### config.mk
export PLATFORM = sky130hd
export DESIGN_NAME = cart_dump_seq
export DESIGN_NICKNAME = d
export VERILOG_FILES = /design/src/rtl/cart_dump_pkg.sv /design/src/rtl/cart_dump_ctr.sv /design/src/rtl/cart_dump_hold.sv /design/src/rtl/cart_dump_seq.sv
export SDC_FILE = /design/constraint.sdc
export NUM_CORES = 1
export LEC_CHECK = 0
export ABC_CLOCK_PERIOD_IN_PS = 2100
export BUFFER_PORTS_ARGS = -buffer_cell sky130_fd_sc_hd__buf_2
export CAP_MARGIN = 20
export CORE_MARGIN = 10
export CORE_UTILIZATION = 36
export CTS_BUF_LIST = sky130_fd_sc_hd__clkbuf_8 sky130_fd_sc_hd__clkbuf_16
export DETAILED_ROUTE_END_ITERATION = 10
export MAX_ROUTING_LAYER = met4
export PLACE_DENSITY = 0.71
export SYNTH_ARGS = -nofsm -noshare
export SYNTH_HDL_FRONTEND = slang
export SYNTH_SLANG_ARGS = --single-unit
### constraint.sdc
create_clock -name clk -period 2.1 [get_ports clk]
set_clock_uncertainty 0.05 [all_clocks]
set_input_delay 0.105 -clock clk [delete_from_list [all_inputs] [get_ports clk]]
set_output_delay 0.105 -clock clk [all_outputs]
set_load 0.01 [all_outputs]
### src/rtl/cart_dump_pkg.sv
package cart_dump_pkg;

    typedef enum logic [1:0] {
        KIND_ROM_RD  = 2'd0,
        KIND_SRAM_RD = 2'd1,
        KIND_BANK_WR = 2'd2
    } req_kind_e;

    typedef enum logic [2:0] {
        ST_IDLE,
        ST_PRB_REQ,
        ST_PRB_RSP,
        ST_BNK_REQ,
        ST_BNK_RSP,
        ST_RD_REQ,
        ST_RD_RSP,
        ST_OUT
    } seq_st_e;

    typedef enum logic [1:0] {
        PH_LOW     = 2'd0,
        PH_HIGH    = 2'd1,
        PH_RESTORE = 2'd2
    } bank_ph_e;

    typedef struct packed {
        seq_st_e    st;
        logic [1:0] pidx;
        logic       sram;
        logic       mp;
        logic [7:0] b0;
        logic [7:0] b1;
        bank_ph_e   bph;
        logic       done;
    } seq_regs_t;

    localparam logic [15:0] BANK_REG_ADDR = 16'hFFFF;

    // probe order: bank-0 value, bank-1 value, zero guard, zero guard
    function automatic logic [15:0] sig_addr(input logic [1:0] idx);
        case (idx)
            2'd0:    sig_addr = 16'h3FFC;
            2'd1:    sig_addr = 16'h3FFD;
            2'd2:    sig_addr = 16'h3FFB;
            default: sig_addr = 16'h3FFF;
        endcase
    endfunction

endpackage

### src/rtl/cart_dump_ctr.sv
module cart_dump_ctr #(
    parameter int W = 22
) (
    input  logic         clk,
    input  logic         rst_n,
    input  logic         clr,
    input  logic         inc,
    output logic [W-1:0] cnt
);
    logic [W-1:0] cnt_d, cnt_q;

    always_comb begin
        cnt_d = cnt_q;
        if (clr)
            cnt_d = '0;
        else if (inc)
            cnt_d = cnt_q + 1'b1;
    end

    always_ff @(posedge clk or negedge rst_n) begin
        if (!rst_n) cnt_q <= '0;
        else        cnt_q <= cnt_d;
    end

    assign cnt = cnt_q;
endmodule

### src/rtl/cart_dump_hold.sv
module cart_dump_hold #(
    parameter int DW = 8
) (
    input  logic          clk,
    input  logic          rst_n,
    input  logic          load,
    input  logic [DW-1:0] din,
    input  logic          out_ready,
    output logic          out_valid,
    output logic [DW-1:0] out_data
);
    logic          vld_d, vld_q;
    logic [DW-1:0] dat_d, dat_q;

    always_comb begin
        vld_d = vld_q;
        dat_d = dat_q;
        if (load) begin
            vld_d = 1'b1;
            dat_d = din;
        end else if (vld_q && out_ready) begin
            vld_d = 1'b0;
        end
    end

    always_ff @(posedge clk or negedge rst_n) begin
        if (!rst_n) begin
            vld_q <= 1'b0;
            dat_q <= '0;
        end else begin
            vld_q <= vld_d;
            dat_q <= dat_d;
        end
    end

    assign out_valid = vld_q;
    assign out_data  = dat_q;
endmodule

### src/rtl/cart_dump_seq.sv
module cart_dump_seq
    import cart_dump_pkg::*;
#(
    parameter int BUS_AW  = 22,
    parameter int ROM_AW  = 22,
    parameter int SRAM_AW = 15
) (
    input  logic              clk,
    input  logic              rst_n,
    input  logic              start,
    input  logic              sram_mode,
    output logic              req_valid,
    input  logic              req_ready,
    output logic [1:0]        req_kind,
    output logic [BUS_AW-1:0] req_addr,
    output logic [7:0]        req_wdata,
    input  logic              rsp_valid,
    input  logic [7:0]        rsp_data,
    output logic              out_valid,
    input  logic              out_ready,
    output logic [7:0]        out_data,
    output logic              done,
    output logic              multipack,
    output logic [7:0]        bank0_val,
    output logic [7:0]        bank1_val
);
    localparam int CW = (ROM_AW > SRAM_AW) ? ROM_AW : SRAM_AW;
    localparam logic [CW-1:0] ROM_LAST      = CW'((64'd1 << ROM_AW) - 64'd1);
    localparam logic [CW-1:0] ROM_HALF_LAST = CW'((64'd1 << (ROM_AW - 1)) - 64'd1);
    localparam logic [CW-1:0] SRAM_LAST     = CW'((64'd1 << SRAM_AW) - 64'd1);

    seq_regs_t r_q, r_d;

    logic          ctr_clr, ctr_inc, hold_load, probe_end;
    logic [CW-1:0] cnt;
    logic          at_last, at_half;
    req_kind_e     kind;

    cart_dump_ctr #(.W(CW)) u_ctr (
        .clk(clk), .rst_n(rst_n), .clr(ctr_clr), .inc(ctr_inc), .cnt(cnt)
    );

    cart_dump_hold #(.DW(8)) u_hold (
        .clk(clk), .rst_n(rst_n), .load(hold_load), .din(rsp_data),
        .out_ready(out_ready), .out_valid(out_valid), .out_data(out_data)
    );

    assign at_last = r_q.sram ? (cnt == SRAM_LAST) : (cnt == ROM_LAST);
    assign at_half = (cnt == ROM_HALF_LAST);

    always_comb begin
        r_d       = r_q;
        r_d.done  = 1'b0;
        ctr_clr   = 1'b0;
        ctr_inc   = 1'b0;
        hold_load = 1'b0;
        probe_end = 1'b0;
        req_valid = 1'b0;
        kind      = KIND_ROM_RD;
        req_addr  = '0;
        req_wdata = '0;
        case (r_q.st)
            ST_IDLE: begin
                if (start) begin
                    ctr_clr  = 1'b1;
                    r_d.sram = sram_mode;
                    if (sram_mode) begin
                        r_d.st = ST_RD_REQ;
                    end else begin
                        r_d.mp   = 1'b0;
                        r_d.b0   = '0;
                        r_d.b1   = '0;
                        r_d.pidx = 2'd0;
                        r_d.st   = ST_PRB_REQ;
                    end
                end
            end
            ST_PRB_REQ: begin
                req_valid = 1'b1;
                req_addr  = BUS_AW'(sig_addr(r_q.pidx));
                if (req_ready) r_d.st = ST_PRB_RSP;
            end
            ST_PRB_RSP: begin
                if (rsp_valid) begin
                    case (r_q.pidx)
                        2'd0: begin
                            if (rsp_data != 8'd0) begin
                                r_d.b0   = rsp_data;
                                r_d.pidx = 2'd1;
                                r_d.st   = ST_PRB_REQ;
                            end else probe_end = 1'b1;
                        end
                        2'd1: begin
                            if (rsp_data != 8'd0) begin
                                r_d.b1   = rsp_data;
                                r_d.pidx = 2'd2;
                                r_d.st   = ST_PRB_REQ;
                            end else probe_end = 1'b1;
                        end
                        2'd2: begin
                            if (rsp_data == 8'd0) begin
                                r_d.pidx = 2'd3;
                                r_d.st   = ST_PRB_REQ;
                            end else probe_end = 1'b1;
                        end
                        default: begin
                            probe_end = 1'b1;
                            if (rsp_data == 8'd0) begin
                                r_d.mp = 1'b1;
                            end else begin
                                r_d.b0 = '0;
                                r_d.b1 = '0;
                            end
                        end
                    endcase
                    if (probe_end) begin
                        r_d.bph = PH_LOW;
                        r_d.st  = r_d.mp ? ST_BNK_REQ : ST_RD_REQ;
                    end
                end
            end
            ST_BNK_REQ: begin
                req_valid = 1'b1;
                kind      = KIND_BANK_WR;
                req_addr  = BUS_AW'(BANK_REG_ADDR);
                req_wdata = (r_q.bph == PH_HIGH) ? r_q.b1 : r_q.b0;
                if (req_ready) r_d.st = ST_BNK_RSP;
            end
            ST_BNK_RSP: begin
                if (rsp_valid) begin
                    if (r_q.bph == PH_RESTORE) begin
                        r_d.done = 1'b1;
                        r_d.st   = ST_IDLE;
                    end else begin
                        r_d.st = ST_RD_REQ;
                    end
                end
            end
            ST_RD_REQ: begin
                req_valid = 1'b1;
                kind      = r_q.sram ? KIND_SRAM_RD : KIND_ROM_RD;
                req_addr  = BUS_AW'(cnt);
                if (req_ready) r_d.st = ST_RD_RSP;
            end
            ST_RD_RSP: begin
                if (rsp_valid) begin
                    hold_load = 1'b1;
                    r_d.st    = ST_OUT;
                end
            end
            ST_OUT: begin
                if (!out_valid) begin
                    if (at_last) begin
                        if (r_q.mp && !r_q.sram) begin
                            r_d.bph = PH_RESTORE;
                            r_d.st  = ST_BNK_REQ;
                        end else begin
                            r_d.done = 1'b1;
                            r_d.st   = ST_IDLE;
                        end
                    end else begin
                        ctr_inc = 1'b1;
                        if (r_q.mp && !r_q.sram && at_half) begin
                            r_d.bph = PH_HIGH;
                            r_d.st  = ST_BNK_REQ;
                        end else begin
                            r_d.st = ST_RD_REQ;
                        end
                    end
                end
            end
            default: r_d.st = ST_IDLE;
        endcase
    end

    always_ff @(posedge clk or negedge rst_n) begin
        if (!rst_n) begin
            r_q <= '{st: ST_IDLE, pidx: 2'd0, sram: 1'b0, mp: 1'b0,
                     b0: 8'd0, b1: 8'd0, bph: PH_LOW, done: 1'b0};
        end else begin
            r_q <= r_d;
        end
    end

    assign req_kind  = kind;
    assign done      = r_q.done;
    assign multipack = r_q.mp;
    assign bank0_val = r_q.b0;
    assign bank1_val = r_q.b1;
endmodule

==> results.toml, run 1 <==
[power]
p_per_area_nw_per_um2 = 1200
leakage_nw = 2.21
p_total_mw = 5.50
max-vdd-ir-drop_v = 0.000595

[setup_path]
cp_max_fo = 4
path_class = "reg -> reg"
r2r_slack_ps = 40
critPathRequiredTime_ps = 2250
worstSetupStartpointType = "flip-flop"
critPathBufInv = 1
cp_top_family = "compound AO/OA/AOI/OAI gates"
critPathMaxStageDelay_ps = 390
cp_slowest_cell = "nor4_4"
arrival_ps = 2210
end_kind = "flip-flop"
crit_chain = "buf_4, nand3_4, nor4_4, o21ai_2, a211o_1, a221oi_2, o22ai_1"

[die]
die_h_um = 119
row_count = 36
io_pins = 75
core_sq_um = 9680
die_w_um = 119
initial_utilization_pct = 36.7
dieArea_sq_um = 14200

[sta]
fin_crit_ps = 2060
finalMaxSlewViolations = 0
max_freq_ghz = 0.485
finalSetupViolations = 0
fin_crit_sh_pct = 98.1
whs_ps = 21.9
hold_violations = 0
worst_pin_slew_ps = 599
grt_setup_unrepaired = "true"
max_slew_margin_pct = 60.1

[yosys]
synth_nets = 436
synth.area.top_cells = "dfrtp_1, nand2_1, nor2_1, xor2_1, o21ai_0"
ys_seq_elements = 57
async_flop_share_pct = 100
synth_top_cell_area_share_pct = 40.2
synth_cell_types = 54
seq_area_frac_synth_pct = 40.2
netlist_instances = 416
ys.flop_type = "dfrtp_1"
yosysWarningCount = 0
synth_largest_area_cell = "dfrtp_1"
synth-edff-count = 0
mappedNetlistArea_sq_um = 3550
syn_area_per_cell_sq_um = 8.54

[clock_tree]
root_buffer = "clkbuf_8"
cts.path.max_buffers = 2
cts_tree = "built"
clock-sinks = 57
cts_max_level = 3
numCtsBuffers = 9
clkLatencyLatePin_ps = 340
path_clk_slew_ps = 70

[detailed_routing]
drtIter0Drc = 258
routed_via_density = 5.24
wl_per_cell_um = 16.2
drc = 0
ant_nets = 0
num_vias = 3421
drt_wl_total_um = 10600
dr.pass1.iters = 5

[global_routing]
grtUsageTotal_pct = 14.8
grt_pass1_wl_um = 17000
overflow = 0
grt_pass1_vias = 3390
antenna_found_initial = 0
grt_max_degree = 35

[cells_and_area]
mostFrequentLayoutCells = "nand2_1, buf_2, dfrtp_1"
layoutNonFillerInstCount = 653
regArea_sq_um = 1430
fillers = 932
n_antenna_cell = 0
multi_input_area_sq_um = 1960
final_nets = 535
syn2layout_area_growth_pct = 29.2
layout-drive-gt1-share_pct = 30.4

[placed_design]
portBuffers = 74
globalplace.congestion = 0.953
placedCellCount = 622
hpwl_um = 7730

[run_status]
outcome = "complete, no violations"

[hold_path]
hold_class = "in -> reg"

[job]
maxCapViolCount = 0
## flip-flops by register name, indices dropped and copies added (netlist names)
signal / cells
u_ctr.cnt: 22
bank0_val: 8
bank1_val: 8
r_q: 8
u_hold.out_data: 8
done: 1
multipack: 1
u_hold.out_valid: 1
## per-layer routing
metal / track usage (%) / wire length, um / vias up
met3: 3.21 / 560 / 18
met4: 4.68 / 190 / 0
met5: - / 0 / -
met1: 17.9 / 4520 / 1639
met2: 24.1 / 5310 / 130
li1: - / - / 1634
## cells in the mapped netlist (3+ instances only)
cell	n
nand4_1	12
nor2_1	43
a21oi_1	12
ha_1	5
o21ai_2	3
buf_2	4
nor2b_1	5
mux2i_1	8
a21boi_0	11
nand2_1	73
buf_4	17
nand3_1	19
and3_1	18
or3_1	4
dfrtp_1	57
mux2_2	8
inv_1	7
nor3_1	7
clkbuf_1	14
and2_1	3
xor2_1	17
o21ai_0	27
## power by group
part	switching (mW)	leakage [nW]	internal [mW]	total, mW
combinational	1.65	1.35	1.18	2.83
sequential	0.254	0.766	1.39	1.65
clock	0.476	0.0954	0.545	1.02
## area by class of cell
cell class / count / area share (%)
well taps: 133 / 3.63
inverters: 8 / 0.654
flip-flops and latches: 57 / 31.1
clock buffers: 9 / 2.70
repair buffers: 125 / 17.7
clock inverters: 7 / 1.50
multi-input cells: 314 / 42.7
## logic make-up after synthesis
kind of cell	share of synthesized area [%]
compound gates	15.2
xor+xnor	4.19
fa+ha+maj	1.76
buf+inv	6.69
flops	40.2
mux	5.43
simple gates	26.6
## final timing paths
check / to / from / cells past startpoint
setup / recovery: r_q[1]$_DFFE_PN0P_ / u_ctr.cnt[16]$_DFFE_PN0P_ / 7
hold / removal: bank0_val[5]$_DFFE_PN0P_ / rsp_data[5] / 3
setup reg to reg: r_q[1]$_DFFE_PN0P_ / u_ctr.cnt[16]$_DFFE_PN0P_ / 7
hold reg to reg: u_hold.out_data[6]$_DFFE_PN0P_ / u_hold.out_data[6]$_DFFE_PN0P_ / 1
max in group asynchronous: bank1_val[4]$_DFFE_PN0P_ / rst_n / 3
min in group asynchronous: bank1_val[0]$_DFFE_PN0P_ / rst_n / 2
## worst register-to-register path, stage by stage, from the launching register on
cell and delay (ps):
dfrtp_1 380, buf_4 170, nand3_4 100, nor4_4 390, o21ai_2 110, a211o_1 300, a221oi_2 310, o22ai_1 130
## stage by stage
| step | TNS [ps] | worst slack, ps | util, % | area, sq um |
|---|---|---|---|---|
| detailed placement | 0 | 39.2 | 43.0 | 4160 |
| global placement | 0 | 101 | 43.0 | 4160 |
| finish | 0 | 39.6 | 47.4 | 4590 |
| global route | -61.2 | -34.0 | 47.4 | 4590 |
| floorplan | 0 | 81.3 | - | 3550 |
| CTS | 0 | 13.9 | 46.3 | 4490 |
## timing repair
action | 4_1_cts | 5_1_grt
buffers inserted | 0 | 4
resized for setup | 0 | 19
endpoints found under the hold margin | 33 | 0
setup endpoints to repair | 0 | 29
hold buffers | 13 | 0
No activity file was read; power rests on OpenSTA's default activity.
==> run 2: changes to the inputs <==
--- a/config.mk
+++ b/config.mk
@@ -8,12 +8,15 @@
 export ABC_CLOCK_PERIOD_IN_PS = 2100
 export BUFFER_PORTS_ARGS = -buffer_cell sky130_fd_sc_hd__buf_2
 export CAP_MARGIN = 20
+export CELL_PAD_IN_SITES_DETAIL_PLACEMENT = 1
+export CELL_PAD_IN_SITES_GLOBAL_PLACEMENT = 1
 export CORE_MARGIN = 10
 export CORE_UTILIZATION = 36
 export CTS_BUF_LIST = sky130_fd_sc_hd__clkbuf_8 sky130_fd_sc_hd__clkbuf_16
 export DETAILED_ROUTE_END_ITERATION = 10
 export MAX_ROUTING_LAYER = met4
-export PLACE_DENSITY = 0.71
+export PLACE_DENSITY = 0.86
 export SYNTH_ARGS = -nofsm -noshare
 export SYNTH_HDL_FRONTEND = slang
+export SYNTH_HIERARCHICAL = 1
 export SYNTH_SLANG_ARGS = --single-unit
==> run 2 against run 1 <==
  * Maximum frequency fell by 7.6%
  * Sequential power fell by 3%
  * Synthesized cell count fell by 0.24%
  * Combinational power rose by 11%
  * Final cell count rose by 2.6%
  * Routed wire length rose by 41%
  * Sequential share of layout area fell by 2.4 points
  * The flow now finishes with violations (negative setup slack)
  * Highest routed layer unchanged
  * Cell area rose by 8.5%
  * Count of clock-buffer cells in the layout rose by 2
  * Worst hold slack improved by 49 ps
  * Via count rose by 12%
==> results.toml, run 2 <==
[detailed_routing]
dr.pass1.iters = 4
num_vias = 3819
wl_met2_um = 7370
met1_length_um = 6020
wl_per_cell_um = 22.2
drc = 0
ant_nets = 0
top_layer = "met4"
drtIter0Drc = 251
met3_length_um = 910
drt_wl_total_um = 14900
routed_via_density = 5.70

[yosys]
ys.flop_type = "dfrtp_1"
synth_largest_area_cell = "dfrtp_1"
synth_compound_area_share_pct = 15.1
ys_seq_elements = 57
synth-adder-area-share_pct = 1.70
syn_area_per_cell_sq_um = 8.85
synth_nets = 435
muxShareOfSynthArea_pct = 7.29
seq_area_frac_synth_pct = 38.9
synth_cell_types = 61
yosysWarningCount = 6
mappedNetlistArea_sq_um = 3670
synth_xor_area_share_pct = 2.86
synth_top_cell_area_share_pct = 38.9
synth.area.top_cells = "dfrtp_1, nand2_1, nor2_1, mux2_4, buf_4"
synth-edff-count = 0
synth_top_family_by_area = "simple AND/OR/NAND/NOR gates"
async_flop_share_pct = 100
synth_common_cells = "dfrtp_1, nand2_1, nor2_1"
synth-simple-area-share_pct = 26.0
netlist_instances = 415
yosysMostFrequentCell = "dfrtp_1"

[sta]
setup_ws_ps = -129
fin_crit_ps = 2230
whs_ps = 71.0
fin_crit_sh_pct = 106
hold_violations = 0
max_freq_ghz = 0.449
finalMaxSlewViolations = 0
grt_setup_unrepaired = "true"
max_slew_margin_pct = 68.7
worst_pin_slew_ps = 467
finalSetupViolations = 9

[clock_tree]
clock-sinks = 57
root_buffer = "clkbuf_8"
path_clk_slew_ps = 70
cts.path.max_buffers = 2
clkLatencyLatePin_ps = 360
cts_max_level = 3
numCtsBuffers = 9
cts_tree = "built"

[power]
leakage_nw = 2.39
p_per_area_nw_per_um2 = 1200
max-vdd-ir-drop_v = 0.000526

[hold_path]
hold_class = "in -> reg"
hold_depth = 3
hold_path_end = "r_q[20]$_DFFE_PN0P_"
hold_path_startpoint = "sram_mode"

[setup_path]
rr_endpoint = "u_ctr/cnt[21]$_DFFE_PN0P_"
critPathRequiredTime_ps = 2340
arrival_ps = 2470
cp_max_fo = 5
end_kind = "flip-flop"
worstSetupStartpointType = "flip-flop"
r2r_cells = 8
path_class = "reg -> reg"
r2r-start = "r_q[20]$_DFFE_PN0P_"
r2r_slack_ps = -130

[cells_and_area]
final_nets = 552
largest_reg_flops = 22
final_cell_area_sq_um = 4980
layout_commonest_cell = "buf_2"
mostFrequentLayoutCells = "buf_2, dfrtp_1, buf_4"
post-route-util_pct = 50.5
syn2layout_area_growth_pct = 35.6
n_antenna_cell = 0
layout-drive-gt1-share_pct = 38.7

[global_routing]
grtUsageTotal_pct = 19.3
grt_max_degree = 27
antenna_found_initial = 0
grt_pass1_vias = 3947
grt_pass1_wl_um = 21800
overflow = 0

[die]
core_sq_um = 9860
dieArea_sq_um = 14600
row_count = 36
die_w_um = 121
initial_utilization_pct = 37.2
io_pins = 75
die_h_um = 121

[placed_design]
portBuffers = 74
globalplace.congestion = 0.903
post-place-ws_ps = -148
hpwl_um = 9140
placed_area_sq_um = 4380

[run_status]
outcome = "finished with violations"
failed_checks = "negative setup slack"

[job]
maxCapViolCount = 0
-- run 2: changes by cell type in the layout (fill, tap and decap cells not counted), moves of 7 or more --
cell	delta
xor2_1	-8
nand3_1	-9
o21ai_1	+14
and3_1	-8
nand2_1	-19
mux2_4	+10
a21oi_1	+9
o21ai_0	-15
a21boi_0	-11
mux2_2	-7
buf_4	+18
-- run 2: final cells by class --
type	count	area (sq um)
Inverter	12	48.8
Clock buffer	11	151
Sequential cell	57	1430
Tap cell	133	166
Timing Repair Buffer	145	965
Clock inverter	5	78.8
Fill cell	1160	4890
Multi-Input combinational cell	307	2140
-- run 2: critical path, stage by stage, from the launching register on --
cell and delay (ps):
dfrtp_1 410, nor4b_4 150, and2_4 170, o21a_4 210, nor3_4 210, o211a_4 240, nand4_4 140, or3_4 430
a21oi_2 150
-- run 2: how the worst max path moves through the flow --
stage                               from  slack, ps                         to
3_5_place_dp   u_ctr/cnt[18]$_DFFE_PN0P_       -150  u_ctr/cnt[11]$_DFFE_PN0P_
3_3_place_gp         r_q[20]$_DFFE_PN0P_        -20  u_ctr/cnt[14]$_DFFE_PN0P_
4_1_cts        u_ctr/cnt[20]$_DFFE_PN0P_        -60  u_ctr/cnt[11]$_DFFE_PN0P_
6_report             r_q[20]$_DFFE_PN0P_       -130  u_ctr/cnt[21]$_DFFE_PN0P_
5_1_grt        u_ctr/cnt[16]$_DFFE_PN0P_       -170  u_ctr/cnt[14]$_DFFE_PN0P_
2_1_floorplan   u_ctr/cnt[0]$_DFFE_PN0P_        -40  u_ctr/cnt[16]$_DFFE_PN0P_
-- run 2: logic make-up (layout without fill, tap and decap cells) --
group                      Yosys count  in the layout
buffers and inverters               52            173
and+or+nand+nor                    182            183
DFF                                 57             57
muxes                               22             22
xor gates and xnor gates            12             12
AOI/OAI and AO/OA                   85             85
adders and majority gates            5              5
-- run 2: power by group --
group | leakage [nW] | switching [mW] | internal, mW
Sequential | 0.760 | 0.225 | 1.37
Combinational | 1.51 | 1.87 | 1.28
Clock | 0.113 | 0.483 | 0.728
Total | 2.39 | 2.58 | 3.38
-- run 2: what timing repair did --
action                                  CTS  global route
resized for setup                         7            25
endpoints found under the setup margin   15            51
hold endpoints to repair                 35             0
buffers inserted                          4             6
pin swaps                                 9            12
gates cloned                              0             1
hold buffers                             10             0
-- run 2: through the flow --
step | TNS (ps) | total power, mW | instances
after CTS | -324 | 5.70 | 664
after global placement | -50.9 | 4.26 | 634
after detailed placement | -1260 | 4.40 | 634
final | -691 | 5.96 | 670
after floorplan | -84.7 | 3.34 | 415
after global routing | -1430 | 6.31 | 670
-- run 2: metal layers --
| metal | up-vias | global-route usage, % |
|---|---|---|
| li1 | 1691 | - |
| met2 | 157 | 32.3 |
| met3 | 44 | 4.33 |
| met1 | 1927 | 21.6 |
| met4 | 0 | 8.22 |
| met5 | - | - |
==> run 3: changes to the inputs <==
--- a/config.mk
+++ b/config.mk
@@ -15,8 +15,7 @@
 export CTS_BUF_LIST = sky130_fd_sc_hd__clkbuf_8 sky130_fd_sc_hd__clkbuf_16
 export DETAILED_ROUTE_END_ITERATION = 10
 export MAX_ROUTING_LAYER = met4
-export PLACE_DENSITY = 0.86
+export PLACE_DENSITY = 0.87
 export SYNTH_ARGS = -nofsm -noshare
 export SYNTH_HDL_FRONTEND = slang
-export SYNTH_HIERARCHICAL = 1
 export SYNTH_SLANG_ARGS = --single-unit
==> constraint.sdc (replaced) <==
create_clock -name clk -period 2.1 [get_ports clk]
set_clock_uncertainty 0.05 [all_clocks]
set_input_delay 0.21 -clock clk [delete_from_list [all_inputs] [get_ports clk]]
set_output_delay 0.21 -clock clk [all_outputs]
set_load 0.01 [all_outputs]
==> run 3 against run 2 <==
  * The run now ends clean
  * Final cell count decreased by 3.9%
  * Worst hold slack about the same
  * Critical path depth decreased by 2
  * Die area decreased by 2.7%
  * Critical endpoint is now req_addr[3]
  * Largest cell class unchanged
  * Largest power group unchanged
==> results.toml, run 3 (synthesis gave the netlist of run 1 again) <==
[sta]
whs_ps = 70.7
worst_pin_slew_ps = 608
fin_crit_sh_pct = 96.4
finalMaxSlewViolations = 0
max_slew_margin_pct = 59.5
finalSetupViolations = 0
hold_violations = 0
setup_ws_ps = 75.1
fin_crit_ps = 2020
max_freq_ghz = 0.494

[detailed_routing]
num_vias = 3551
ant_nets = 0
drt_wl_total_um = 12900
dr.pass1.iters = 4
routed_via_density = 5.51
drtIter0Drc = 184
wl_per_cell_um = 20.0
drc = 0

[clock_tree]
clkLatencyLatePin_ps = 360
path_clk_slew_ps = 70
clock-sinks = 57
cts.path.max_buffers = 2
cts_tree = "built"
root_buffer = "clkbuf_8"
numCtsBuffers = 9
cts_max_level = 3

[setup_path]
cp_max_fo = 12
critPathRequiredTime_ps = 1840
end_kind = "output port"
worstSetupStartpointType = "flip-flop"
arrival_ps = 1760
path_class = "reg -> out"

[die]
core_sq_um = 9680
initial_utilization_pct = 36.7
dieArea_sq_um = 14200
die_w_um = 119
die_h_um = 119
io_pins = 75
row_count = 36

[cells_and_area]
layoutNonFillerInstCount = 644
final_nets = 526
syn2layout_area_growth_pct = 25.6
fillers = 1203
final_cell_area_sq_um = 4460
mostFrequentLayoutCells = "buf_2, nand2_1, dfrtp_1"
layout_commonest_cell = "buf_2"
layout-drive-gt1-share_pct = 32.5
n_antenna_cell = 0
largest_reg_flops = 22

[placed_design]
placedCellCount = 623
placed_area_sq_um = 4170
post-place-ws_ps = -15.4
portBuffers = 74
hpwl_um = 9390
globalplace.congestion = 0.877

[run_status]
outcome = "complete, no violations"

[global_routing]
grt_pass1_wl_um = 20800
overflow = 0
antenna_found_initial = 0
grtUsageTotal_pct = 18.4
grt_pass1_vias = 3920
grt_max_degree = 35

[power]
max-vdd-ir-drop_v = 0.000410
leakage_nw = 2.13
p_per_area_nw_per_um2 = 1260

[hold_path]
hold_class = "in -> reg"

[job]
maxCapViolCount = 0
## run 3: cell types whose count changed in the layout (fill, tap and decap cells not counted), sizes merged, moves of 4 or more
cell,change
and3,+8
a21oi,-14
xor2,+8
dlygate4sd3,-8
a21boi,+11
and4,-4
nand3,+8
buf,-21
nand2,+18
## run 3: critical path, cell delays in order, from the launching register on
cell        delay [ps]
dfrtp_2            470
buf_4              210
clkinvlp_4         140
buf_6              160
nand2_1             80
a21boi_0           170
buf_2              160
## run 3: metrics by stage
step	util [%]	TNS [ps]	total power [mW]
final	46.1	0	5.61
after detailed placement	43.1	-23.8	4.47
after global placement	43.1	0	4.29
after CTS	45.4	0	5.52
after floorplan	-	0	3.38
after global routing	46.1	-75.1	5.96
## run 3: layout make-up
type                            instances  area (sq um)  share of cell area (%)
Multi-Input combinational cell        314          1940                    43.5
Tap cell                              133           166                    3.73
Inverter                                8          33.8                   0.757
Sequential cell                        57          1430                    32.1
Clock buffer                           10           138                    3.09
Timing Repair Buffer                  116           711                    15.9
Clock inverter                          6          42.5                   0.954
## run 3: worst paths after layout
path	depth (start not counted)	to	from	slack, ps
min	3	r_q[20]$_DFFE_PN0P_	sram_mode	70
max	6	req_addr[3]	r_q[24]$_DFFE_PN0P_	80
min reg2reg	2	bank1_val[2]$_DFFE_PN0P_	bank1_val[2]$_DFFE_PN0P_	450
min in group asynchronous	2	bank0_val[0]$_DFFE_PN0P_	rst_n	340
max reg2reg	6	r_q[2]$_DFFE_PN0P_	u_ctr.cnt[0]$_DFFE_PN0P_	80
max in group asynchronous	3	u_ctr.cnt[18]$_DFFE_PN0P_	rst_n	1030
## run 3: repair_timing
item,CTS,global route
endpoints found under the setup margin,33,42
hold endpoints to repair,24,0
hold buffers,2,0
gates resized for setup,6,17
setup buffers,1,2
pin swaps,1,3
## run 3: per-layer routing
layer / global-route usage [%] / routed length [um] / vias up
li1: - / - / 1617
met1: 19.0 / 5090 / 1822
met2: 33.7 / 7000 / 79
met3: 4.20 / 454 / 33
met4: 6.33 / 338 / 0
met5: - / 0 / -
## run 3: where the power goes
part | internal, mW | switching, mW | total, mW
sequential | 1.40 | 0.282 | 1.68
combinational | 1.18 | 1.77 | 2.95
clock | 0.461 | 0.514 | 0.975
total | 3.04 | 2.57 | 5.61
